[config.mk]
export PLATFORM = sky130hd
export DESIGN_NAME = pc_sequencer
export DESIGN_NICKNAME = d
export VERILOG_FILES = /design/src/rtl/pc_sequencer.sv
export SDC_FILE = /design/constraint.sdc
export NUM_CORES = 1
export LEC_CHECK = 0
export BUFFER_PORTS_ARGS = -buffer_cell sky130_fd_sc_hd__buf_2
export CAP_MARGIN = 10
export CORE_MARGIN = 8
export CORE_UTILIZATION = 48
export CTS_CLUSTER_DIAMETER = 30
export DETAILED_ROUTE_END_ITERATION = 8
export PLACE_DENSITY = 0.8
export SETUP_SLACK_MARGIN = 0.4
export SLEW_MARGIN = 20
export SYNTH_ARGS = -nofsm -noshare
export SYNTH_HDL_FRONTEND = slang
export SYNTH_SLANG_ARGS = --single-unit
[constraint.sdc]
create_clock -name clk -period 5.1 [get_ports clk]
set_input_delay 1.53 -clock clk [delete_from_list [all_inputs] [get_ports clk]]
set_output_delay 1.53 -clock clk [all_outputs]
set_load 0.01 [all_outputs]
[src/rtl/pc_sequencer.sv]
module pc_sequencer #(
  parameter int W = 16,
  parameter int JW = 14,
  parameter int OW = 8
) (
  input  logic         clk,
  input  logic         rst,
  input  logic [W-1:0] instr,
  input  logic [3:0]   flags,
  input  logic [W-1:0] link_val,
  output logic [W-1:0] pc,
  output logic         link_we,
  output logic [W-1:0] link_wd
);
  logic [3:0]   op;
  logic [3:0]   mask;
  logic         cond_ok;
  logic [W-1:0] offs;
  logic [W-1:0] pc_next;

  assign op      = instr[W-1:W-4];
  assign mask    = instr[11:8];
  assign cond_ok = ((mask & ~flags) == 4'b0000);
  assign offs    = {{(W-OW){instr[OW-1]}}, instr[OW-1:0]};

  assign link_we = !rst && (op[3:2] == 2'b11);
  assign link_wd = pc;

  always_comb begin
    pc_next = pc + 1'b1;
    if (op[3])
      pc_next = {pc[W-1:JW], instr[JW-1:0]};
    else if (op == 4'b0011)
      pc_next = link_val;
    else if (op == 4'b0010 && cond_ok)
      pc_next = pc + offs;
  end

  always_ff @(posedge clk) begin
    if (rst) pc <= '0;
    else     pc <= pc_next;
  end
endmodule

### Yosys cells after proc, flatten, opt, wreduce, memory -nomap -nowiden

Cells that the tools add are included.

* flip-flop bits (word level): 16
* input bits: 38
* output and inout bits: 33
* logic and storage cells: 16

* $add $sub $neg: 2
* eq/ne operators: 3
* muxes and demuxes: 3
* bitwise gates (word level): 2
* reduce and logical (&&, ||, !) cells: 4

Operator list (count)
* 2-to-1 mux 16 bit: 2
* adder 16 x 1 -> 16 bit (second input constant): 1
* adder 16 bit: 1
* 2-to-1 mux 14 bit: 1
* equality test 4 x 2 -> 1 bit (second input constant): 2
* AND 4 bit: 1
* zero test 4 bit: 1
* inverter 4 bit: 1
* equality test 2 bit (second input constant): 1
* logical AND 1 bit: 2
* zero test 1 bit: 1

### Depth between registers and ports, before layout

* depth after elaboration: 7
* depth in mapped cells: 13
* gate-level depth less buffers: 11

### Worst setup path before layout

OpenSTA, ideal clock, no wires.

* path kind: input port to flip-flop
* start point: in instr[15]
* end point: reg pc[8], in the netlist link_wd[8]
* setup time: 0.088 ns
* data arrival time: 4.366 ns
* required time: 5.012 ns
* setup slack: 0.646 ns
* cell stages on the path: 13
* buffers on the path: 2
* cell sequence: buf_2 -> inv_2 -> clkbuf_1 -> nand3_1 -> or3_1 -> ha_1 -> fa_1 -> a211oi_1 -> nor2_1 -> o22ai_4 -> mux2i_1 -> or3_1 -> a311oi_2

* longest elaborated chain between the ends: 5
* elaborated cells between the ends (all ways): 6
* classes of those cells: eq/ne (2); mux (3); reduce/logical (1)

RTL lines
* from (decl): RTL line 8 `input logic [W-1:0] instr,`
* equality test 4 x 2 -> 1 bit: RTL line 35 `else if (op == 4'b0010 && cond_ok)`
* logical AND 1 bit: RTL line 35
* 2-to-1 mux 16 bit: RTL line 35
* 2-to-1 mux 16 bit: RTL line 33 `else if (op == 4'b0011)`
* 2-to-1 mux 14 bit (*): RTL line 31 `if (op[3])`
* to (signal assigned): RTL line 41 `else pc <= pc_next;`
* to (decl): RTL line 11 `output logic [W-1:0] pc,`

Every way passes the cells marked *; elsewhere a longest branch is shown, timed or not.
A chain may end at the register's enable or synchronous reset.

### Worst setup path in the final report

* start point: in instr[14]
* end point: reg pc[8], in the netlist link_wd[8]

* longest elaborated chain between the ends: 5
* elaborated cells between the ends (all ways): 6
* classes of those cells: eq/ne (2); mux (3); reduce/logical (1)

RTL lines (RTL line)
* equality test 4 x 2 -> 1 bit: 35
* logical AND 1 bit: 35
* 2-to-1 mux 16 bit: 35
* 2-to-1 mux 16 bit (*): 33
* 2-to-1 mux 14 bit (*): 31

Marks and branches as above.

==> impl_results.md <==
- CP max-delay cell: sky130_fd_sc_hd__fa_1
- Core Box Area: 0.003337 mm2
- Die Span X: 75.06 um
- Last weighted congestion value of the routability-driven placer: 0.9441
- Avg Inst Size Synth: 7.860 um2
- Yosys synthesis warning count: 0
- Largest register FFs: 16
- Total wirelength of the detailed-routed design: 5.006 mm
- Worst Path Buf+Inv: 1
- Compound-cell area share of the yosys netlist: 0.2653
- Run status: complete, no violations
- Top cell type's share of synthesized area: 0.1913
- Final Net Count: 307
- DRC violation count after routing: 0
- Class of the tightest hold or removal check: reg2reg
- Area fraction in and, or, nand and nor cells after synthesis: 0.2549
- Combined global-route utilization of all metal layers: 0.1760
- Number of antenna violations at the first check in global routing: 0
- CTS buffer count: 3
- WS Path Type: in2reg
- Post-synthesis mux area share: 0.06577
- Routed length per instance: 16.41 um
- Core Util, Final: 0.5797
- Number of cells on the critical path: 12
- Critical R2R Capture: link_wd[8]
- Worst-margin pin slew: 0.6509 ns
- Critical Path Source: instr[14]
- Area share of fa/ha/maj cells after synthesis: 0.06428
- Net Switching: 0.1247 mW
- Post-DRT Antenna Nets: 0
- Critical-path maximum fanout: 10
- Switching share of total power: 0.3723
- Setup TNS: 0 ns
- Kind of launch point of the worst setup path: primary input
- Number of cells traversed by the worst hold path: 2
- Initial core utilization: 0.5017
- Post-synthesis register bit count: 16
- Via density: 5.761
- Fraction of layout cells with a size suffix above 1: 0.3320
- Power density cells: 173.2 mW/mm2
- Post-Synthesis Cells: 213
- Hold bufs inserted after CTS: 0
- Top cell family by delay on the critical path: simple AND/OR/NAND/NOR gates
- Clock tree from TritonCTS: built
- R2R cell count: 8
- Top cells by instance count after synthesis: 23 x sky130_fd_sc_hd__a21oi_1, 16 x sky130_fd_sc_hd__buf_4, 16 x sky130_fd_sc_hd__dfxtp_1, 16 x sky130_fd_sc_hd__nor2_1
- Area post-placement: 0.001912 mm2
- Async set-reset flop share out of synthesis: 0
- GR Overflow Total: 0
- HP Start: link_wd[15]
- Clock network power share: 0.229
- Cell types occupying the most area after synthesis: sky130_fd_sc_hd__dfxtp_1 19%, sky130_fd_sc_hd__buf_4 7.2%, sky130_fd_sc_hd__a21oi_1 6.9%
- Post-Syn Area: 0.001674 mm2
- Worst hold path endpoint: link_wd[15]
- Internal cell power: 0.2103 mW
- Number of nets produced by synthesis: 259
- Number of rows created at floorplan: 21
- Via count of the first global-routing pass: 1637
- Number of setup violations in the final report: 0
- Main combinational cell family by area after synthesis: compound AO/OA/AOI/OAI gates
- Clock tree skew after final layout: 0.008695 ns
- Count of input and output buffers: 70
- Post-cts sizing count: 0
- Share of the cycle needed by the critical path after routing: 0.8523
- Count of unique library cells instantiated by Yosys: 57
- Syn-to-layout area delta: 15.55%
- Unrepaired setup endpoints after global routing: false
- Final hold viol count: 0
- H-tree level count: 1
- Register share of total power: 0.443
- Max-cap check violation count: 0
- Leakage component of the power: 0.9471 nW
- Most prevalent standard cell on the critical path: sky130_fd_sc_hd__or3_1
- Total die area: 0.005633 mm2
- Clock insertion delay at the later pin of the skew report: 0.30 ns
- IR drop worst, VDD: 0.00009619 V
- Required arrival time at the worst endpoint: 5.33 ns
- Sort of element at the end of the critical path: register
- Relative max-transition margin: 0.5647
- Maximum number of pins on one net before global-route repair: 27
- Post-route cell area: 0.001934 mm2
- Number of optimization iterations in the first detailed-route pass: 4
- Final slew viol count: 0
- EDFF count, synth: 0
- Critical Path, Cell by Cell: buf_2 > and2b_2 > o2111ai_4 > or3_1 > ha_1 > fa_1 > a211oi_1 > nor2_1 > o22ai_4 > mux2i_1 > or3_1 > a311oi_2
- Initial detailed-routing violation count: 156
- Fraction of the yosys area taken by sequential cells: 0.1913
- Xor/xnor cell area share of the yosys netlist: 0.03662
- Flip-flop cell with the highest count after synthesis: sky130_fd_sc_hd__dfxtp_1
- Number of buffers added for setup after CTS: 0
- Antenna Cells: 0
- Slowest cell delay on critical path: 0.42 ns
- Vert. Die Dim: 75.06 um
- Number of vias in the routed layout: 1757
- Total number of clock tree sinks: 16
- Clock transition at the registers of the reported paths: 0.12 ns
- Hold Worst Slack: 0.6025 ns
- Highest attainable clock frequency: 0.2301 GHz
- Area leader, netlist: sky130_fd_sc_hd__dfxtp_1
- Minimum clock period after layout: 4.347 ns
- Combinational group share of total power: 0.329
- Global-route wire length before repair: 7.872 mm
- Total I/O pin count: 71
- Root cell of the clock tree: sky130_fd_sc_hd__clkbuf_4
- Worst-case clock buffer depth: 2
- Post-detailed-placement half-perimeter wirelength: 3.754 mm
- Setup slack on the worst flop-to-flop path: 2.64 ns
- Critical R2R Launch: link_wd[0]
- Leading cell type by number of instances after synthesis: sky130_fd_sc_hd__a21oi_1
- Arrival time of the worst setup path: 4.57 ns
==> worst max-delay path by stage <==
stage	slack [ns]	endpoint
floorplan	0.65	link_wd[8]
global placement	0.54	link_wd[8]
detailed placement	0.46	link_wd[8]
CTS	0.76	link_wd[8]
global route	0.60	link_wd[8]
finish	0.75	link_wd[8]
==> logic make-up after synthesis <==
logic type / Yosys count
compound gates: 61
buf+inv: 35
fa+ha+maj: 8
mux: 11
xor+xnor: 7
flops: 16
simple gates: 75
==> area by class of cell <==
type                    count  area [um2]
clock buffers               3       22.52
repair buffers             71       357.8
multi-input cells         162        1150
flip-flops and latches     16       320.3
fillers                   333        1403
well taps                  46       57.56
inverters                   7       26.28
==> routing by layer <==
layer  part of all wire  track usage  up-vias  routed length (um)
met5                  0            0        -                   0
met4             0.0098      0.05000        0                  49
met3              0.086      0.02530        4                 432
met2               0.47       0.2754       80                2356
met1               0.43       0.2409      808                2167
li1                   -            -      865                   -
==> per-stage QoR <==
step                setup slack [ns]  std cells  power [mW]
detailed placement            0.4615        302      0.2605
global placement              0.5411        302      0.2592
global route                  0.6018        305      0.3522
CTS                           0.7570        305      0.3327
finish                        0.7535        305      0.3350
floorplan                     0.6461        213      0.2272
==> power by group through the flow <==
stage                     sequential (mW)  combinational, mW  clock (mW)
after floorplan                     0.151             0.0766           0
after global placement              0.150              0.109           0
after detailed placement            0.151              0.110           0
after CTS                           0.148              0.110      0.0747
after global routing                0.150              0.121      0.0810
final                               0.148              0.110      0.0766
==> worst register-to-register path, stage by stage (launching register included) <==
cell,delay (ns)
sky130_fd_sc_hd__dfxtp_1,0.35
sky130_fd_sc_hd__ha_1,0.23
sky130_fd_sc_hd__fa_1,0.42
sky130_fd_sc_hd__a211oi_1,0.31
sky130_fd_sc_hd__nor2_1,0.14
sky130_fd_sc_hd__o22ai_4,0.28
sky130_fd_sc_hd__mux2i_1,0.13
sky130_fd_sc_hd__or3_1,0.35
sky130_fd_sc_hd__a311oi_2,0.19
==> placed cells by master, fill, tap and decap left out, types with 4 or more instances in the layout <==
master                     synthesis  layout
sky130_fd_sc_hd__xnor2_1           6       6
sky130_fd_sc_hd__inv_1             5       5
sky130_fd_sc_hd__nand2_1           9       9
sky130_fd_sc_hd__ha_1              7       7
sky130_fd_sc_hd__nor2_1           16      16
sky130_fd_sc_hd__and2_1            4       4
sky130_fd_sc_hd__and3_1           11      11
sky130_fd_sc_hd__mux2i_1          11      11
sky130_fd_sc_hd__a211oi_1          4       4
sky130_fd_sc_hd__a21oi_1          23      23
sky130_fd_sc_hd__o21ai_1           4       4
sky130_fd_sc_hd__nor3_1            8       8
sky130_fd_sc_hd__dfxtp_1          16      16
sky130_fd_sc_hd__nand3_1           6       6
sky130_fd_sc_hd__buf_2             4      70
(Power assumes the default switching activity.)
